**config.mk**
```make
export PLATFORM = sky130hd
export DESIGN_NAME = rgb_pwm_core
export DESIGN_NICKNAME = d
export VERILOG_FILES = /design/src/rtl/rgbpwm_pkg.sv /design/src/rtl/rgbpwm_period_ctr.sv /design/src/rtl/rgbpwm_channel.sv /design/src/rtl/rgbpwm_gate.sv /design/src/rtl/rgb_pwm_core.sv
export SDC_FILE = /design/constraint.sdc
export NUM_CORES = 1
export LEC_CHECK = 0
export BUFFER_PORTS_ARGS = -buffer_cell sky130_fd_sc_hd__buf_4
export CORE_MARGIN = 3
export CORE_UTILIZATION = 47
export CTS_CLUSTER_SIZE = 8
export DETAILED_ROUTE_END_ITERATION = 10
export GPL_TIMING_DRIVEN = 1
export PLACE_DENSITY = 0.76
export RECOVER_POWER = 25
export SYNTH_ARGS = -nofsm -noshare
export SYNTH_HDL_FRONTEND = slang
export SYNTH_HIERARCHICAL = 1
export SYNTH_SLANG_ARGS = --single-unit
```
**constraint.sdc**
```tcl
create_clock -name clk -period 1.7 [get_ports clk]
set_clock_uncertainty 0.1 [all_clocks]
set_input_delay 0.085 -clock clk [delete_from_list [all_inputs] [get_ports clk]]
set_output_delay 0.085 -clock clk [all_outputs]
set_load 0.03 [all_outputs]
```
**src/rtl/rgbpwm_pkg.sv**
```systemverilog
package rgbpwm_pkg;

  // Compare rule for one channel: all-ones duty is a full period, else count < duty
  function automatic logic pwm_level(input logic [4:0] count, input logic [4:0] duty);
    logic full;
    full = &duty;
    return full | (count < duty);
  endfunction

  // Next value of the period counter
  function automatic logic [4:0] count_next(input logic [4:0] count, input logic adv);
    return adv ? 5'(count + 5'd1) : count;
  endfunction

endpackage

```
**src/rtl/rgbpwm_period_ctr.sv**
```systemverilog
module rgbpwm_period_ctr
  import rgbpwm_pkg::*;
#(
  parameter int CNT_W = 5
) (
  input  logic             clk,
  input  logic             rst_n,
  input  logic             tick,
  output logic [CNT_W-1:0] count,
  output logic             wrap
);
  localparam logic [CNT_W-1:0] LAST = {CNT_W{1'b1}};

  always_ff @(posedge clk or negedge rst_n) begin
    if (!rst_n) count <= '0;
    else        count <= count_next(count, tick);
  end

  // period boundary: the strobe that moves the count from LAST back to zero
  assign wrap = tick && (count == LAST);
endmodule

```
**src/rtl/rgbpwm_channel.sv**
```systemverilog
module rgbpwm_channel
  import rgbpwm_pkg::*;
#(
  parameter int DUTY_W = 5
) (
  input  logic              clk,
  input  logic              rst_n,
  input  logic              wrap,
  input  logic [DUTY_W-1:0] count,
  input  logic [DUTY_W-1:0] duty_in,
  output logic [DUTY_W-1:0] active_duty,
  output logic              raw_on
);
  always_ff @(posedge clk or negedge rst_n) begin
    if (!rst_n)    active_duty <= '0;
    else if (wrap) active_duty <= duty_in;
  end

  assign raw_on = pwm_level(count, active_duty);
endmodule

```
**src/rtl/rgbpwm_gate.sv**
```systemverilog
module rgbpwm_gate #(
  parameter int CHANNELS = 3
) (
  input  logic                clk,
  input  logic                rst_n,
  input  logic                allow,
  input  logic [CHANNELS-1:0] raw_on,
  output logic [CHANNELS-1:0] led_on
);
  always_ff @(posedge clk or negedge rst_n) begin
    if (!rst_n) led_on <= '0;
    else        led_on <= allow ? raw_on : '0;
  end
endmodule

```
**src/rtl/rgb_pwm_core.sv**
```systemverilog
module rgb_pwm_core #(
  parameter int CHANNELS = 3,
  parameter int DUTY_W   = 5,
  parameter int STEP_W   = 5
) (
  input  logic                       clk,
  input  logic                       rst_n,
  input  logic                       tick,
  input  logic                       run_en,
  input  logic [STEP_W-1:0]          cur_step,
  input  logic [CHANNELS*DUTY_W-1:0] duty_vec,
  output logic [CHANNELS-1:0]        led_on
);
  logic [DUTY_W-1:0]          period_count;
  logic                       period_wrap;
  logic [CHANNELS*DUTY_W-1:0] active_duty_vec;
  logic [CHANNELS-1:0]        raw_on;
  logic                       sink_allow;

  rgbpwm_period_ctr #(.CNT_W(DUTY_W)) u_ctr (
    .clk(clk), .rst_n(rst_n), .tick(tick),
    .count(period_count), .wrap(period_wrap)
  );

  for (genvar ch = 0; ch < CHANNELS; ch++) begin : g_ch
    rgbpwm_channel #(.DUTY_W(DUTY_W)) u_chan (
      .clk(clk), .rst_n(rst_n), .wrap(period_wrap), .count(period_count),
      .duty_in(duty_vec[ch*DUTY_W +: DUTY_W]),
      .active_duty(active_duty_vec[ch*DUTY_W +: DUTY_W]),
      .raw_on(raw_on[ch])
    );
  end

  assign sink_allow = run_en && (cur_step != '0);

  rgbpwm_gate #(.CHANNELS(CHANNELS)) u_gate (
    .clk(clk), .rst_n(rst_n), .allow(sink_allow),
    .raw_on(raw_on), .led_on(led_on)
  );
endmodule

```
==> results.md <==
* Total power at 0.00224 W
* Util after Layout at 70.4%
* Clk pwr share at 11.2%
* Seq/Total Area, Yosys at 48.6%
* CP Data Arrival Time at 1650 ps
* XOR/XNOR share of the synthesized area at 2.22%
* Wire per inst at 12.8 microns
* Synthesized area per cell at 9.86 sq um
* Clk root buf: clkbuf_4
* Adder-cell share of the synthesized area at 14.8%
* Maximum vdd drop at 0.991 mV
* Cell variety after synth at 21
* Largest net degree at the start of global routing at 31
* Switching share of total power at 37.9%
* First-pass GRT wire length at 4.26 mm
* Initial antenna violation count at 0
* Clk sinks at 23
* Vias per Instance at 5.08
* Yosys warns at 6
* Max_slew headroom at 20.8%
* Status: finished, final reports clean
* Tmin final at 1550 ps
* DP Worst Slack at 41.0 ps
* # diodes at 0
* Crit start category: flip-flop
* Port bufs at 26
* Simple-Gate Fraction of Synth Area at 11.2%
* Most frequent cells in the layout: buf_4 (28), dfrtp_1 (23), o21ai_0 (18)
* Max-slew violation count at 0
* Htree depth at 1
* P per Cell Area at 1390 mW/mm^2
* DRC viols at 0
* Layout area overhead at 36.6%
* Register area at 576 sq um
* Final setup TNS at 0 ps
* Tcrit/Tclk final at 91.3%
* Commonest non-fill, non-tap cell in the layout: buf_4
* Setup violations, final at 0
* Final WL at 2.50 mm
* Final Hold Fails at 0
* Placed insts at 174
* Setup CP Type: flip-flop to flip-flop
* Power share of the combinational group at 47.9%
* Sw power at 0.000849 W
* Tightest Pin Transition at 1190 ps
* # rows at 17
* DR iter-0 viols at 16
* Post-synthesis mux area share at 1.90%
* Die ar. at 0.00316 sq mm
* CTS tree: yes
* GRT Util Overall at 17.1%
* Crit end category: flip-flop
* NumNets Final at 206
* Number of I/O pins at 27
* Unrepaired setup endpoints after global routing: false
* Leak pwr at 0.813 nW
* Post-DP HPWL at 1.74 mm
* Critical Path RT at 1790 ps
* Crit path max fanout at 30
* Max frequency at 644 MHz
* CTS Buf Count at 3
* Layout cells sized above 1 at 21.0%
* Worst setup margin at 148 ps
* Layout Cells excl Fill at 195
* Largest family of logic cells by synthesized area: compound AO/OA/AOI/OAI gates
* Multi-input logic area at 538 sq um
* Core Area at 0.00230 sq mm
* Final-layout fill cell count at 176
* Clock transition at the registers of the reported paths at 130 ps
* Register share of total power at 40.9%
* Chip width at 56.2 microns
* Remaining antenna violation count at 0
* Initial Util at 51.5%
* Syn_nets at 158
* Synth Area in Compound Gates at 15.2%
* Hold WC Path Type: primary input to flip-flop
* TritonRoute pass-1 iters at 6
* GPL Wtd Cong at 0.758
* Overflow after GRT at 0
* Netlist Area Pre-Place at 0.00118 sq mm
* Clock buffer depth at 2
* Vias at 991
* Post-synthesis cell count at 120
* Max Cap Violations at 0
* Internal at 0.00139 W
* Worst-Skew Late Latency at 310 ps
* Seq cells post-synth at 23
* Die height at 56.2 microns
* Vias in the first global route at 1014
## repair_timing
item,4_1_cts,5_1_grt
gates resized for setup,0,1
endpoints found under the setup margin,0,15
hold buffers,17,0
hold endpoints to repair,43,0
buffers inserted,0,0
## cell families (layout without fill, tap and decap cells)
logic type | after synthesis | in the layout
compound gates | 31 | 31
xor+xnor | 3 | 3
fa+ha+maj | 14 | 14
buf+inv | 18 | 65
flops | 23 | 23
mux | 2 | 2
simple gates | 29 | 29
## cell usage after synthesis (all sizes together)
| master | count | area share (%) |
|---|---|---|
| or4 | 1 | 0.63 |
| nor2 | 3 | 0.95 |
| inv | 15 | 4.8 |
| o31ai | 3 | 1.9 |
| xnor2 | 2 | 1.5 |
| a21oi | 3 | 1.3 |
| o21a | 1 | 0.63 |
| nand3 | 3 | 1.3 |
| nand4 | 1 | 0.53 |
| ha | 14 | 15 |
| and3 | 1 | 0.53 |
| xor2 | 1 | 0.74 |
| o21ai | 21 | 8.9 |
| buf | 3 | 1.3 |
| dfrtp | 23 | 49 |
| and2 | 4 | 2.2 |
| nand2 | 16 | 5.1 |
| mux2 | 2 | 1.9 |
| o32a | 3 | 2.5 |
## through the flow
stage / hold slack, ps / area, sq um
2_1_floorplan: -311 / 1180
3_3_place_gp: -112 / 1420
3_5_place_dp: -105 / 1420
4_1_cts: 17.8 / 1620
5_1_grt: 29.8 / 1620
6_report: 25.3 / 1620
## area by class of cell
cell class	count	area share, %
sequential	23	35.6
multi-input combinational	79	33.3
timing repair buffer	46	23.8
inverter	15	3.48
tap	28	2.17
clock buffer	3	1.39
clock inverter	1	0.310
## critical path, cell delays in order (launching register included)
cell     delay (ps)
dfrtp_1         400
ha_1            200
and3_1          150
ha_1            170
and2_4          240
nand2_1          90
o21ai_0          80
## worst paths after layout
| kind | from | to | slack (ps) | cells after the start |
|---|---|---|---|---|
| min in group asynchronous | rst_n | g_ch[0].u_chan/active_duty[4] | 420 | 2 |
| min reg2reg | g_ch[0].u_chan/active_duty[4] | g_ch[0].u_chan/active_duty[4] | 490 | 2 |
| max reg2reg | u_ctr/count[0] | g_ch[1].u_chan/active_duty[1] | 150 | 6 |
| min | run_en | u_gate/led_on[0] | 30 | 3 |
| max | u_ctr/count[0] | g_ch[1].u_chan/active_duty[1] | 150 | 6 |
| max in group asynchronous | rst_n | g_ch[2].u_chan/active_duty[2] | 380 | 2 |
## state kept, by name, summed over array words and instances, names as in the netlist
signal                   flops
g_ch.u_chan/active_duty     15
u_ctr/count                  5
u_gate/led_on                3
## layer usage
layer  routed length, microns  GRT usage, %  up-vias  share of wire (%)
met4                       31          6.10        0                1.2
met1                     1120          21.5      459                 45
met2                     1230          29.0       27                 49
met5                        0             0        -                  0
met3                      125          3.02        4                5.0
li1                         -             -      501                  -
## power by group through the flow
stage          registers, W  logic [W]  clock network [W]
4_1_cts            0.000917    0.00108           0.000264
3_5_place_dp       0.000928    0.00104                  0
3_3_place_gp       0.000917   0.000977                  0
5_1_grt            0.000940    0.00125           0.000290
6_report           0.000916    0.00107           0.000251
2_1_floorplan      0.000974   0.000637                  0
Power figures use the tool's default switching activity.
